`config.mk`:
```
export PLATFORM = sky130hd
export DESIGN_NAME = rle_packetizer
export DESIGN_NICKNAME = d
export VERILOG_FILES = /design/src/rtl/rle_pkg.sv /design/src/rtl/rle_run_builder.sv /design/src/rtl/rle_rec_fifo.sv /design/src/rtl/rle_byte_serializer.sv /design/src/rtl/rle_packetizer.sv
export SDC_FILE = /design/constraint.sdc
export NUM_CORES = 1
export LEC_CHECK = 0
export BUFFER_PORTS_ARGS = -buffer_cell sky130_fd_sc_hd__buf_2
export CAP_MARGIN = 0
export CORE_MARGIN = 3
export CORE_UTILIZATION = 55
export DETAILED_ROUTE_END_ITERATION = 16
export PLACE_DENSITY = 0.76
export SYNTH_ARGS = -nofsm -noshare
export SYNTH_HDL_FRONTEND = slang
export SYNTH_SLANG_ARGS = --single-unit
```
`constraint.sdc`:
```
create_clock -name clk -period 3 [get_ports clk]
set_input_delay 0.3 -clock clk [delete_from_list [all_inputs] [get_ports clk]]
set_output_delay 0.3 -clock clk [all_outputs]
set_load 0.03 [all_outputs]
```
`src/rtl/rle_pkg.sv`:
```
// Shared definitions for the run-length packetizer.
// Assumes a fixed record layout: 16-bit sample value and 8-bit repeat count.
package rle_pkg;
    localparam int SMP_W   = 16;
    localparam int REP_W   = 8;
    localparam int REP_MAX = (1 << REP_W) - 1;

    // One run-length record; count sits in the low bits.
    typedef struct packed {
        logic [SMP_W-1:0] val;
        logic [REP_W-1:0] cnt;
    } rec_t;

    localparam int REC_W = $bits(rec_t);
endpackage

```
`src/rtl/rle_run_builder.sv`:
```
// Run builder: merges equal samples into records, splits runs at the count
// limit, breaks runs at the trigger sample, flushes and pads at end of capture.
// Assumes at most one record is needed per cycle while sampling; pad records
// wait for FIFO space.
module rle_run_builder
    import rle_pkg::*;
#(
    parameter int RECS_PER_GRP = 5,
    parameter int TRIG_W       = 32
) (
    input  logic              clk,
    input  logic              rst_n,
    input  logic [SMP_W-1:0]  smp_data_i,
    input  logic              smp_en_i,
    input  logic              trig_i,
    input  logic              cap_end_i,
    input  logic              fifo_full_i,
    output logic              rec_push_o,
    output rec_t              rec_o,
    output logic [TRIG_W-1:0] pretrig_recs_o,
    output logic              pretrig_valid_o,
    output logic              flushed_o
);
    localparam int GW = (RECS_PER_GRP > 1) ? $clog2(RECS_PER_GRP) : 1;
    localparam logic [GW-1:0] GRP_LAST = GW'(RECS_PER_GRP - 1);

    typedef enum logic [1:0] {B_RUN, B_PAD, B_DONE} bstate_t;

    bstate_t          state_q;
    logic             have_q;
    logic [SMP_W-1:0] val_q;
    logic [REP_W-1:0] cnt_q;
    logic [SMP_W-1:0] last_q;
    logic [GW-1:0]    grp_q;
    logic [TRIG_W-1:0] total_q;
    logic             trig_seen_q;
    logic [TRIG_W-1:0] trig_recs_q;

    logic take;
    logic brk;

    // Decide whether this cycle emits a record and which one.
    always_comb begin
        take       = (state_q == B_RUN) && smp_en_i && !cap_end_i;
        brk        = have_q && (trig_i || (smp_data_i != val_q) || (cnt_q == REP_W'(REP_MAX)));
        rec_push_o = 1'b0;
        rec_o      = '{val: val_q, cnt: cnt_q};
        case (state_q)
            B_RUN: begin
                if (cap_end_i)  rec_push_o = have_q;
                else if (take)  rec_push_o = brk;
            end
            B_PAD: begin
                rec_o      = '{val: last_q, cnt: REP_W'(1)};
                rec_push_o = (grp_q != '0) && !fifo_full_i;
            end
            default: ;
        endcase
    end

    // Track the open run, group position, totals and the trigger count.
    always_ff @(posedge clk) begin
        if (!rst_n) begin
            state_q     <= B_RUN;
            have_q      <= 1'b0;
            val_q       <= '0;
            cnt_q       <= '0;
            last_q      <= '0;
            grp_q       <= '0;
            total_q     <= '0;
            trig_seen_q <= 1'b0;
            trig_recs_q <= '0;
        end else begin
            if (rec_push_o) begin
                total_q <= total_q + TRIG_W'(1);
                grp_q   <= (grp_q == GRP_LAST) ? '0 : grp_q + GW'(1);
                last_q  <= rec_o.val;
            end
            case (state_q)
                B_RUN: begin
                    if (cap_end_i) begin
                        have_q  <= 1'b0;
                        state_q <= B_PAD;
                    end else if (take) begin
                        if (!have_q || brk) begin
                            val_q  <= smp_data_i;
                            cnt_q  <= REP_W'(1);
                            have_q <= 1'b1;
                        end else begin
                            cnt_q <= cnt_q + REP_W'(1);
                        end
                        if (trig_i && !trig_seen_q) begin
                            trig_seen_q <= 1'b1;
                            trig_recs_q <= total_q + (brk ? TRIG_W'(1) : TRIG_W'(0));
                        end
                    end
                end
                B_PAD: begin
                    if (grp_q == '0) state_q <= B_DONE;
                end
                default: ;
            endcase
        end
    end

    assign pretrig_recs_o  = trig_recs_q;
    assign pretrig_valid_o = trig_seen_q;
    assign flushed_o       = (state_q == B_DONE);
endmodule

```
`src/rtl/rle_rec_fifo.sv`:
```
// Record FIFO between run builder and byte serializer.
// Assumes DEPTH is a power of two; a write while full is dropped.
module rle_rec_fifo #(
    parameter int WIDTH = 24,
    parameter int DEPTH = 4
) (
    input  logic             clk,
    input  logic             rst_n,
    input  logic             push_i,
    input  logic [WIDTH-1:0] din_i,
    input  logic             pop_i,
    output logic [WIDTH-1:0] dout_o,
    output logic             full_o,
    output logic             empty_o
);
    localparam int AW = (DEPTH > 1) ? $clog2(DEPTH) : 1;

    logic [WIDTH-1:0] mem [DEPTH];
    logic [AW-1:0]    wr_q, rd_q;
    logic [AW:0]      cnt_q;
    logic             wr_ok, rd_ok;

    assign full_o  = (cnt_q == (AW+1)'(DEPTH));
    assign empty_o = (cnt_q == '0);
    assign wr_ok   = push_i && !full_o;
    assign rd_ok   = pop_i && !empty_o;
    assign dout_o  = mem[rd_q];

    // Store an accepted record.
    always_ff @(posedge clk) begin
        if (wr_ok) mem[wr_q] <= din_i;
    end

    // Advance pointers and occupancy.
    always_ff @(posedge clk) begin
        if (!rst_n) begin
            wr_q  <= '0;
            rd_q  <= '0;
            cnt_q <= '0;
        end else begin
            if (wr_ok) wr_q <= wr_q + AW'(1);
            if (rd_ok) rd_q <= rd_q + AW'(1);
            case ({wr_ok, rd_ok})
                2'b10:   cnt_q <= cnt_q + (AW+1)'(1);
                2'b01:   cnt_q <= cnt_q - (AW+1)'(1);
                default: ;
            endcase
        end
    end
endmodule

```
`src/rtl/rle_byte_serializer.sv`:
```
// Byte serializer: sends each record as three bytes, low value byte first,
// and appends a sequence byte after every RECS_PER_GRP records.
// Assumes the FIFO output is valid while not empty.
module rle_byte_serializer
    import rle_pkg::*;
#(
    parameter int RECS_PER_GRP = 5
) (
    input  logic       clk,
    input  logic       rst_n,
    input  logic       fifo_empty_i,
    input  rec_t       fifo_rec_i,
    output logic       fifo_pop_o,
    output logic [7:0] tx_byte_o,
    output logic       tx_valid_o,
    input  logic       tx_ready_i
);
    localparam int GW = (RECS_PER_GRP > 1) ? $clog2(RECS_PER_GRP) : 1;
    localparam logic [GW-1:0] GRP_LAST = GW'(RECS_PER_GRP - 1);

    logic          busy_q;
    logic [1:0]    phase_q;
    rec_t          rec_q;
    logic [GW-1:0] grp_q;
    logic [7:0]    seq_q;

    assign fifo_pop_o = !busy_q && !fifo_empty_i;
    assign tx_valid_o = busy_q;

    // Pick the byte for the current phase.
    always_comb begin
        case (phase_q)
            2'd0:    tx_byte_o = rec_q.val[7:0];
            2'd1:    tx_byte_o = rec_q.val[15:8];
            2'd2:    tx_byte_o = rec_q.cnt;
            default: tx_byte_o = seq_q;
        endcase
    end

    // Load records and step through bytes on each accepted transfer.
    always_ff @(posedge clk) begin
        if (!rst_n) begin
            busy_q  <= 1'b0;
            phase_q <= 2'd0;
            rec_q   <= '0;
            grp_q   <= '0;
            seq_q   <= '0;
        end else if (fifo_pop_o) begin
            rec_q   <= fifo_rec_i;
            busy_q  <= 1'b1;
            phase_q <= 2'd0;
        end else if (busy_q && tx_ready_i) begin
            case (phase_q)
                2'd0: phase_q <= 2'd1;
                2'd1: phase_q <= 2'd2;
                2'd2: begin
                    if (grp_q == GRP_LAST) begin
                        grp_q   <= '0;
                        phase_q <= 2'd3;
                    end else begin
                        grp_q  <= grp_q + GW'(1);
                        busy_q <= 1'b0;
                    end
                end
                default: begin
                    seq_q  <= seq_q + 8'd1;
                    busy_q <= 1'b0;
                end
            endcase
        end
    end
endmodule

```
`src/rtl/rle_packetizer.sv`:
```
// Top of the run-length packetizer: run builder, record FIFO, byte serializer.
// Assumes record-closing samples arrive no faster than the output drains them.
module rle_packetizer
    import rle_pkg::*;
#(
    parameter int RECS_PER_GRP = 5,
    parameter int FIFO_DEPTH   = 4,
    parameter int TRIG_W       = 32
) (
    input  logic              clk,
    input  logic              rst_n,
    input  logic [15:0]       smp_data_i,
    input  logic              smp_en_i,
    input  logic              trig_i,
    input  logic              cap_end_i,
    output logic [7:0]        tx_byte_o,
    output logic              tx_valid_o,
    input  logic              tx_ready_i,
    output logic [TRIG_W-1:0] pretrig_recs_o,
    output logic              pretrig_valid_o,
    output logic              drained_o
);
    logic rec_push;
    rec_t rec_data;
    rec_t fifo_rec;
    logic fifo_full, fifo_empty, fifo_pop;
    logic flushed;

    rle_run_builder #(.RECS_PER_GRP(RECS_PER_GRP), .TRIG_W(TRIG_W)) u_build (
        .clk(clk), .rst_n(rst_n),
        .smp_data_i(smp_data_i), .smp_en_i(smp_en_i),
        .trig_i(trig_i), .cap_end_i(cap_end_i),
        .fifo_full_i(fifo_full),
        .rec_push_o(rec_push), .rec_o(rec_data),
        .pretrig_recs_o(pretrig_recs_o), .pretrig_valid_o(pretrig_valid_o),
        .flushed_o(flushed)
    );

    rle_rec_fifo #(.WIDTH(REC_W), .DEPTH(FIFO_DEPTH)) u_fifo (
        .clk(clk), .rst_n(rst_n),
        .push_i(rec_push), .din_i(rec_data),
        .pop_i(fifo_pop), .dout_o(fifo_rec),
        .full_o(fifo_full), .empty_o(fifo_empty)
    );

    rle_byte_serializer #(.RECS_PER_GRP(RECS_PER_GRP)) u_ser (
        .clk(clk), .rst_n(rst_n),
        .fifo_empty_i(fifo_empty), .fifo_rec_i(fifo_rec),
        .fifo_pop_o(fifo_pop),
        .tx_byte_o(tx_byte_o), .tx_valid_o(tx_valid_o), .tx_ready_i(tx_ready_i)
    );

    // Drained once the builder is done and nothing is queued or in flight.
    assign drained_o = flushed && fifo_empty && !tx_valid_o;
endmodule

```
* Word-level counts from Yosys, hierarchy flattened
Memories as Yosys holds them, arrays and structs flattened. A register that Yosys moved wholly into a read port is not among the register bits.
Index checks and enable logic that the tools add are counted.
** Storage, ports and cells
- Bits in registers :: 132
- RAM bits :: 96
- Logic and storage cells :: 115
- Memories :: 1
** Operators by class
- $add $sub $neg :: 10
- Equal/unequal tests :: 16
- Multiplexer cells :: 24
- Bitwise operators :: 4
- Reduce and logical (&&, ||, !) cells :: 44
** Memories
- u_fifo.mem :: words 4, bits a word 24, rd ports 1, clocked after memory_dff 1, write ports 1, RTL line rle_rec_fifo.sv:18 : logic [WIDTH-1:0] mem [DEPTH];
** Operators by type and width (number)
- $add A32 B1 Y32 const B :: 1
- $add A32 B32 Y32 :: 1
- $mux W24 :: 1
- $pmux W8 S3 :: 1
- $reduce_and A3 Y1 :: 7
- $add A8 B1 Y8 const B :: 2
- $ne A16 B16 Y1 :: 1
- $logic_and A1 B1 Y1 :: 11
- $mux W1 :: 11
- $reduce_bool A2 Y1 :: 5
- $add A3 B1 Y3 const B :: 3
- $eq A3 B3 Y1 const B :: 3
- $eq A8 B8 Y1 const B :: 1
- $mux W8 :: 1
- $reduce_and A4 Y1 :: 2
- $logic_not A1 Y1 :: 7
- $eq A2 B1 Y1 const B :: 3
- $eq A2 B2 Y1 const B :: 3
- $logic_not A3 Y1 :: 2
- $mux W2 :: 3
- $mux W3 :: 2
- $ne A2 B1 Y1 const B :: 3
- $pmux W2 S3 :: 1
- $pmux W3 S2 :: 1
- other kinds (12) :: 22

* Logic depth before layout (Yosys ltp)
Gate-level depths: netlist of the first run.
- Depth in word-level cells :: 10
- Gate-level depth with buffers :: 15
- Mapped depth without buffers :: 14

* Cells and area by module
A second synthesis of the first run with hierarchy kept.
** Second synthesis, totals
- Cells, all modules :: 1066
- Area, all modules :: 11358.4 um^2
** By module, submodules not included
- rle_run_builder :: instances 1, cells each 674, area each 5521.5 um^2, seq. area each 2222.1 um^2
- rle_rec_fifo :: instances 1, cells each 180, area each 3983.8 um^2, seq. area each 3062.9 um^2
- rle_byte_serializer :: instances 1, cells each 211, area each 1844.3 um^2, seq. area each 760.7 um^2
- rle_packetizer :: instances 1, cells each 1, area each 8.8 um^2, seq. area each 0.0 um^2

* Least setup slack after synthesis of the first run
No wires, ideal clock.
- Path kind :: flip-flop to flip-flop
- Start :: register u_build.val_q[4]
- End :: register u_fifo.cnt_q[2]
- Setup time :: 0.070 ns
- Data arrival time :: 2.847 ns
- Slack :: 0.082 ns
- Cell stages (with the launch flop) :: 14
- Buffers on the path :: 1
- Clock period less this slack :: 2.918 ns
- Path through :: dfxtp_1 xnor2_1 nand4_1 or4_4 o31ai_4 nor2b_1 clkbuf_1 inv_1 ha_1 inv_1 fa_1 xor2_1 or3_1 a21oi_1
** On the way
- Word-level cells in the longest chain between the ends :: 10
- Elaborated cells between the ends (all ways) :: 12
- Classes of those cells :: eq/ne (3); mux (4); reduce/logical (5)
** RTL lines
- from (decl) :: RTL line rle_run_builder.sv:31 : logic [SMP_W-1:0] val_q;
- from (signal assigned) :: RTL line rle_run_builder.sv:86 : val_q <= smp_data_i;
- $ne A16 B16 Y1 (*) :: RTL line rle_run_builder.sv:45 : brk = have_q && (trig_i || (smp_data_i != val_q) || (cnt_q == REP_W'(REP_MAX)));
- $logic_or A1 B1 Y1 (*) (2 in series) :: RTL line rle_run_builder.sv:45
- $logic_and A1 B1 Y1 (*) :: RTL line rle_run_builder.sv:45
- $mux W1 (*) :: RTL line rle_run_builder.sv:51 : else if (take) rec_push_o = brk;
- $mux W1 (*) :: RTL line rle_run_builder.sv:50 : if (cap_end_i) rec_push_o = have_q;
- $pmux W1 S2 (*) :: RTL line rle_run_builder.sv:48 : case (state_q)
- $logic_and A1 B1 Y1 (*) :: RTL line rle_rec_fifo.sv:25 : assign wr_ok = push_i && !full_o;
- $eq A2 B1 Y1 / $eq A2 B2 Y1 (equally long branches) :: RTL line rle_rec_fifo.sv:43 : case ({wr_ok, rd_ok})
- $pmux W3 S2 / $reduce_bool A2 Y1 (equally long branches)
- to (signal assigned) :: RTL line rle_rec_fifo.sv:44 : 2'b10: cnt_q <= cnt_q + (AW+1)'(1);
- to (signal assigned) :: RTL line rle_rec_fifo.sv:45 : 2'b01: cnt_q <= cnt_q - (AW+1)'(1);
- to (decl) :: RTL line rle_rec_fifo.sv:20 : logic [AW:0] cnt_q;
Mark *: on every way between the ends. The rest lies on a longest branch, timed or not.
A chain may end at the register's enable or synchronous reset.

* Worst setup path after layout of the first run
- Start :: register u_build.cnt_q[5]
- End :: register u_build.trig_recs_q[30], in the netlist u_build.pretrig_recs_o[30]
** On the way
- Word-level cells in the longest chain between the ends :: 5
** RTL lines
- from (decl) :: RTL line rle_run_builder.sv:32 : logic [REP_W-1:0] cnt_q;
- from (signal assigned) :: RTL line rle_run_builder.sv:90 : cnt_q <= cnt_q + REP_W'(1);
- $eq A8 B8 Y1 :: RTL line rle_run_builder.sv:45
- $logic_or A1 B1 Y1 :: RTL line rle_run_builder.sv:45
- $logic_and A1 B1 Y1 :: RTL line rle_run_builder.sv:45
- $mux W1 :: RTL line rle_run_builder.sv:94 : trig_recs_q <= total_q + (brk ? TRIG_W'(1) : TRIG_W'(0));
- $add A32 B32 Y32 :: RTL line rle_run_builder.sv:94
- to (signal assigned) :: RTL line rle_run_builder.sv:94
- to (decl) :: RTL line rle_run_builder.sv:37 : logic [TRIG_W-1:0] trig_recs_q;
Every way passes these cells.

==> results of run 1 <==
[through the flow]
stage                     TNS (ns)  instances  hold slack, ns  power, uW
final                            0       1399          0.0390       8650
after global routing        -0.192       1399          0.0395       9030
after CTS                        0       1398          0.0214       8710
after detailed placement         0       1350           0.448       5530
after global placement           0       1350           0.442       5480
after floorplan                  0       1057           0.436       5100
[kinds of logic after synthesis]
group | Yosys count | share of synthesized area (%)
buffers and inverters | 99 | 3.59
multiplexers | 57 | 8.06
XOR/XNOR | 64 | 5.07
AND/OR/NAND/NOR | 370 | 16.3
AO/OA/AOI/OAI | 194 | 10.2
flip-flops | 252 | 54.3
adder cells (fa/ha/maj) | 21 | 2.44
[layout make-up]
class,instances,share of cell area (%)
Timing Repair Buffer,98,4.57
Tap cell,265,2.63
Multi-Input combinational cell,706,37.4
Sequential cell,252,47.7
Clock inverter,8,0.576
Clock buffer,40,6.23
Inverter,30,0.894
[flip-flops by register name (all words and copies together), names as in the netlist]
name	cells
u_fifo.rd_q	2
u_build.state_q	2
u_build.pretrig_valid_o	1
u_build.last_q	16
u_build.have_q	1
u_build.grp_q	3
u_build.cnt_q	8
u_build.pretrig_recs_o	32
u_fifo.wr_q	2
u_ser.rec_q	24
u_fifo.mem	96
u_ser.seq_q	8
u_build.total_q	32
u_ser.tx_valid_o	1
u_ser.phase_q	2
u_fifo.cnt_q	3
u_ser.grp_q	3
u_build.val_q	16
[tightest hold or removal path: cells and delay by family]
kind                   cells  cell delay (ns)
AO/OA/AOI/OAI              1             0.06
AND/OR/NAND/NOR            1             0.04
buffers and inverters      1             0.11
[where the power goes]
part / switching, uW / internal [uW]
logic: 971 / 559
clock network: 1290 / 1880
registers: 153 / 3800
total: 2410 / 6240
[cell usage after synthesis, drive strengths merged (19+ instances only)]
cell / count / area share (%)
edfxtp: 96 / 26
clkbuf: 47 / 1.6
xnor2: 32 / 2.5
buf: 22 / 0.96
dfxtp: 156 / 28
ha: 20 / 2.3
mux4: 24 / 4.9
a21oi: 78 / 3.5
o21ai: 73 / 3.3
or3: 19 / 1.1
nand3: 66 / 3.0
nor2: 67 / 2.3
xor2: 32 / 2.5
inv: 30 / 1.0
nand2: 128 / 4.3
[final timing paths]
kind	startpoint	end	slack, ns	depth (start not counted)
hold reg to reg	u_ser.rec_q[0]$_SDFFE_PN0P_	u_ser.rec_q[0]$_SDFFE_PN0P_	0.46	2
setup reg to reg	u_build.cnt_q[5]$_SDFFE_PN0P_	u_build.pretrig_recs_o[30]$_SDFFE_PN0P_	0.12	11
hold / removal	smp_data_i[2]	u_build.val_q[2]$_SDFFE_PN0P_	0.04	3
setup / recovery	u_build.cnt_q[5]$_SDFFE_PN0P_	u_build.pretrig_recs_o[30]$_SDFFE_PN0P_	0.12	11
[metal layers]
metal	vias up	routed length (microns)	track usage [%]
li1	3912	-	-
met4	0	444	4.52
met2	282	11200	34.8
met1	3867	10900	32.3
met3	34	1690	3.56
met5	-	0	0
[what timing repair did]
| item | 4_1_cts | 5_1_grt |
|---|---|---|
| resized for setup | 0 | 11 |
| hold endpoints to repair | 0 | 0 |
| setup buffers | 0 | 1 |
| setup endpoints to repair | 0 | 9 |
| hold buffers | 0 | 0 |
==> metrics.log, run 1 <==
INFO  metric tritoncts.num_buffers = 26
INFO  metric required = approximately 3.4 ns
INFO  metric fin_area = around 13000 sq um
INFO  metric n_antenna_cell = 0
INFO  metric avgSynthCellArea = 10.5 sq um
INFO  metric routedWlPerCell = approximately 17 microns
INFO  metric final_layout_size_suffix_gt1_share = between 10% and 20%
INFO  metric ant_nets = 0
INFO  metric post_synth_num_cell_types = 53
INFO  metric leading_cell_type_in_the_layout_fill_and_taps_excluded = sky130_fd_sc_hd__dfxtp_1
INFO  metric final.fill_count = ~1500
INFO  metric regArea = approximately 6000 sq um
INFO  metric layout_worst_path_cycle_share = 96.1%
INFO  metric mostFrequentLayoutCells = 153 x sky130_fd_sc_hd__dfxtp_1, 128 x sky130_fd_sc_hd__nand2_1, 96 x sky130_fd_sc_hd__edfxtp_1
INFO  metric postSynthCellCount = approximately 1100
INFO  metric final.setup.worst_slack = between 0.1 and 0.15 ns
INFO  metric cp_num_buf_inv = 1
INFO  metric clock.fmax = 0.347 GHz
INFO  metric end_of_flow_core_utilization = around 64%
INFO  metric cts_tree = yes
INFO  metric design.die.area = roughly 22000 sq um
INFO  metric critPathTopFamily = simple AND/OR/NAND/NOR gates
INFO  metric pre_repair_dr_iteration_count = 8
INFO  metric floorplan.core_area = around 20000 sq um
INFO  metric power_density = 687 nW/um^2
INFO  metric starting_utilization_of_the_core_area = 56.4%
INFO  metric hpwl = approximately 16 mm
INFO  metric clk_transition_reported_paths = roughly 0.060 ns
INFO  metric grt_use_total = between 20% and 30%
INFO  metric setup.worst_path.start_class = register
INFO  metric worst_ir_drop_vdd = between 0.4 and 0.5 mV
INFO  metric grt_antenna_before_repair = 0
INFO  metric endpoint_class_of_the_critical_path = register
INFO  metric cts_num_sinks = 252
INFO  metric timing.critical_path.cells = and4_2 > and4_4 > nor3_1 > nor2b_1 > ha_1 > ha_1 > inv_1 > or4_4 > or3_1 > xor2_1 > a21oi_1
INFO  metric ctsRootBufferMaster = sky130_fd_sc_hd__clkbuf_16
INFO  metric buffer_ports.inserted = 64
INFO  metric ys_ff_latch = ~250
INFO  metric dpl-instance-area = roughly 12000 sq um
INFO  metric fin_skew = 0.00710 ns
INFO  metric run_status = complete, no violations
INFO  metric drt_iter0_markers = between 600 and 700
INFO  metric crit_fanout = 4
INFO  metric dpl_worst_slack = about 0.076 ns
INFO  metric headroom_to_the_max_slew_limit = between 30% and 40%
INFO  metric asyncSetResetFlopFracSynth = 0%
INFO  metric max_slew_violations = 0
INFO  metric synthesis.area = roughly 11000 sq um
INFO  metric nets = 1157
INFO  metric min_period = between 2 and 3 ns
INFO  metric combined_area_of_the_multi_input_logic_cells = roughly 4700 sq um
INFO  metric count_of_flip_flops_with_a_built_in_enable_after_synthesis = 96
INFO  metric timing.setup.critical_path_class = register to register
INFO  metric number_of_warnings_reported_in_the_yosys_synthesis_log = 0
INFO  metric max_cap_violations = 0
INFO  metric clkLatencyLatePin = about 0.52 ns
INFO  metric wirelength = 24.2 mm
INFO  metric power_leakage = 0.00433 uW
INFO  metric critPathMaxStageDelay = around 0.57 ns
INFO  metric grt.overflow.total = 0
INFO  metric die_height = roughly 150 microns
INFO  metric final-setup-viol-count = 0
INFO  metric grt_start_max_net_pins = roughly 100
INFO  metric placement_rows = 51
INFO  metric grt_first_pass_wirelength = just under 40 mm
INFO  metric avgViaCountPerCell = 5.79
INFO  metric worstMarginPinSlew = roughly 0.98 ns
INFO  metric ioPinCount = 65
INFO  metric timing.hold.worst.class = primary input to register
INFO  metric synth_fp_nets = 1100
INFO  metric cts-htree-levels = 1
INFO  metric finalWeightedCongestion = ~0.88
INFO  metric fp.dieW = between 100 and 150 microns
INFO  metric critical_path_arrival = between 3 and 4 ns
INFO  metric synth_ff_type = sky130_fd_sc_hd__dfxtp_1
INFO  metric yosysSeqAreaShare = a little over half
INFO  metric count_of_vias_placed_by_the_detailed_router = roughly 8100
INFO  metric hold_viol = 0
INFO  metric vias_in_the_first_global_route = approximately 7400
INFO  metric area_delta_synth_final = 13.9%
INFO  metric drt_drc_violations_left = 0
INFO  metric slowest_stage = sky130_fd_sc_hd__or4_4
INFO  metric worst_path_most_repeated_cell = sky130_fd_sc_hd__ha_1
INFO  metric clock_tree.buffer_depth = 3
Power figures use the tool's default switching activity.
==> run 2, diff against run 1 <==
--- a/config.mk
+++ b/config.mk
@@ -10,6 +10,7 @@
 export CORE_MARGIN = 3
 export CORE_UTILIZATION = 55
 export DETAILED_ROUTE_END_ITERATION = 16
+export GPL_TIMING_DRIVEN = 0
 export PLACE_DENSITY = 0.76
 export SYNTH_ARGS = -nofsm -noshare
 export SYNTH_HDL_FRONTEND = slang
==> run 2 against run 1 <==
Effect of this change: global-route usage up 2.2 points; highest routed layer unchanged; critical path depth up 1; sequential share of layout area down 0.32 points; largest cell class unchanged.
==> metrics.log, run 2 (same netlist as run 1, synthesis figures left out) <==
INFO  metric run_status = complete, no violations
INFO  metric postCtsHoldBufs = 0
INFO  metric timing.hold.worst.class = primary input to register
INFO  metric placement_rows = approximately 50
INFO  metric worstMarginPinSlew = 0.858 ns
INFO  metric regArea = 6030 sq um
INFO  metric cts-htree-levels = 1
INFO  metric mostFrequentLayoutCells = 145 x sky130_fd_sc_hd__dfxtp_1, 128 x sky130_fd_sc_hd__nand2_1, 96 x sky130_fd_sc_hd__edfxtp_1
INFO  metric routedWlPerCell = about 19 microns
INFO  metric fin_skew = roughly 0.033 ns
INFO  metric pre_repair_dr_iteration_count = 5
INFO  metric grt.overflow.total = 0
INFO  metric power_leakage = around 0.0043 uW
INFO  metric grt_first_pass_wirelength = 42.7 mm
INFO  metric largest-register = u_fifo.mem
INFO  metric vias_in_the_first_global_route = 7936
INFO  metric met2_wirelength = around 12 mm
INFO  metric met3WireLength = between 2 and 2.5 mm
INFO  metric clk_transition_reported_paths = 0.06 ns
INFO  metric ctsRootBufferMaster = sky130_fd_sc_hd__clkbuf_16
INFO  metric highest_layer = met4
INFO  metric drt_iter0_markers = ~830
INFO  metric wirelength = ~27 mm
INFO  metric combined_area_of_the_multi_input_logic_cells = roughly 4800 sq um
INFO  metric endpoint_class_of_the_critical_path = register
INFO  metric setup_tns = 0 ns
INFO  metric starting_utilization_of_the_core_area = 56.4%
INFO  metric ioPinCount = 65
INFO  metric grt_antenna_before_repair = 0
INFO  metric finalWeightedCongestion = approximately 0.94
INFO  metric required = around 3.5 ns
INFO  metric timing.setup.critical_path_class = register to register
INFO  metric setup.worst_path.start_class = register
INFO  metric drt_drc_violations_left = 0
INFO  metric fp.dieW = about 150 microns
INFO  metric whs = about 0.025 ns
INFO  metric clock_tree.buffer_depth = 3
INFO  metric floorplan.core_area = a little under 20000 sq um
INFO  metric power_after_layout = 8670 uW
INFO  metric cts_tree = yes
INFO  metric final-setup-viol-count = 0
INFO  metric grt_use_total = between 20% and 30%
INFO  metric avgViaCountPerCell = between 5 and 6
INFO  metric tritoncts.num_buffers = 26
INFO  metric leading_cell_type_in_the_layout_fill_and_taps_excluded = sky130_fd_sc_hd__dfxtp_1
INFO  metric end_of_flow_core_utilization = between 60% and 70%
INFO  metric clock.fmax = 0.337 GHz
INFO  metric clkLatencyLatePin = 0.54 ns
INFO  metric final_layout_size_suffix_gt1_share = 18.4%
INFO  metric hold_viol = 0
INFO  metric min_period = between 2 and 3 ns
INFO  metric largest_reg_flops = 96
INFO  metric ant_nets = 0
INFO  metric design.die.area = 21800 sq um
INFO  metric power_density = slightly below 700 nW/um^2
INFO  metric area_delta_synth_final = 15.0%
INFO  metric detail_route.wirelength.met1 = between 10 and 15 mm
INFO  metric critical_path_arrival = approximately 3.4 ns
INFO  metric die_height = between 100 and 150 microns
INFO  metric hpwl = around 19 mm
INFO  metric headroom_to_the_max_slew_limit = a little over two fifths
INFO  metric worst_ir_drop_vdd = roughly 0.45 mV
INFO  metric layout_worst_path_cycle_share = approximately 100%
INFO  metric nets = roughly 1200
INFO  metric dpl_worst_slack = -0.574 ns
INFO  metric n_antenna_cell = 0
INFO  metric final.setup.worst_slack = approximately 0.034 ns
INFO  metric max_cap_violations = 0
INFO  metric crit_fanout = 4
INFO  metric buffer_ports.inserted = 63
INFO  metric max_slew_violations = 0
INFO  metric cts_num_sinks = 252
INFO  metric count_of_vias_placed_by_the_detailed_router = roughly 8500
INFO  metric grt_start_max_net_pins = 25
INFO  metric final.fill_count = roughly 1500
## run 2: changes by cell type in the layout (fill, tap and decap cells not counted), moves of 5 or more
cell                       before  now
sky130_fd_sc_hd__clkbuf_8       6    1
sky130_fd_sc_hd__buf_4         34   11
sky130_fd_sc_hd__buf_1          0    8
sky130_fd_sc_hd__clkbuf_1       7   47
sky130_fd_sc_hd__buf_2         64   73
sky130_fd_sc_hd__dfxtp_1      153  145
## run 2: what timing repair did
item,in CTS,in global routing
setup buffers,3,5
pin swaps,5,6
setup endpoints to repair,110,111
resized for setup,27,16
hold endpoints to repair,0,0
## run 2: through the flow
stage | area (sq um) | std cells
global route | 12700 | 1437
detailed placement | 11700 | 1385
finish | 12700 | 1437
floorplan | 11100 | 1057
global placement | 11700 | 1385
CTS | 12600 | 1434
## run 2: final cells by class
class,count,area share (%)
timing repair buffer,71,2.95
buffer,65,2.12
inverter,30,0.885
sequential,252,47.4
clock buffer,31,5.34
multi-input combinational,706,37.5
tap,265,2.61
clock inverter,17,1.18
## run 2: worst max-delay path, cell delays in order, from the launching register on
cell and delay [ns]:
sky130_fd_sc_hd__dfxtp_2 0.38, sky130_fd_sc_hd__xnor2_2 0.13, sky130_fd_sc_hd__nand4_1 0.13, sky130_fd_sc_hd__or4_4 0.59
sky130_fd_sc_hd__o31ai_4 0.34, sky130_fd_sc_hd__nor2b_4 0.08, sky130_fd_sc_hd__inv_1 0.07, sky130_fd_sc_hd__ha_2 0.17
sky130_fd_sc_hd__inv_1 0.05, sky130_fd_sc_hd__fa_2 0.33, sky130_fd_sc_hd__xor2_1 0.15, sky130_fd_sc_hd__or3_1 0.31
sky130_fd_sc_hd__a21oi_1 0.14
## run 2: final timing paths
| path | start | to | slack (ns) | cells after the start |
|---|---|---|---|---|
| max | u_build.val_q[5]$_SDFFE_PN0P_ | u_fifo.cnt_q[2]$_SDFFE_PN0P_ | 0.03 | 12 |
| min | smp_data_i[13] | u_build.val_q[13]$_SDFFE_PN0P_ | 0.02 | 3 |
| max reg2reg | u_build.val_q[5]$_SDFFE_PN0P_ | u_fifo.cnt_q[2]$_SDFFE_PN0P_ | 0.03 | 12 |
| min reg2reg | u_ser.rec_q[8]$_SDFFE_PN0P_ | u_ser.rec_q[8]$_SDFFE_PN0P_ | 0.45 | 2 |
## run 2: where the power goes
part           total, uW  internal [uW]  switching [uW]
Combinational       1580            568            1010
Clock               3140           1800            1340
Sequential          3960           3800             161
## run 2: layer usage
metal | vias to the layer above | global-route usage (%)
li1 | 3988 | -
met1 | 4089 | 34.9
met2 | 379 | 37.8
met3 | 39 | 4.97
met4 | 0 | 6.10
met5 | - | 0
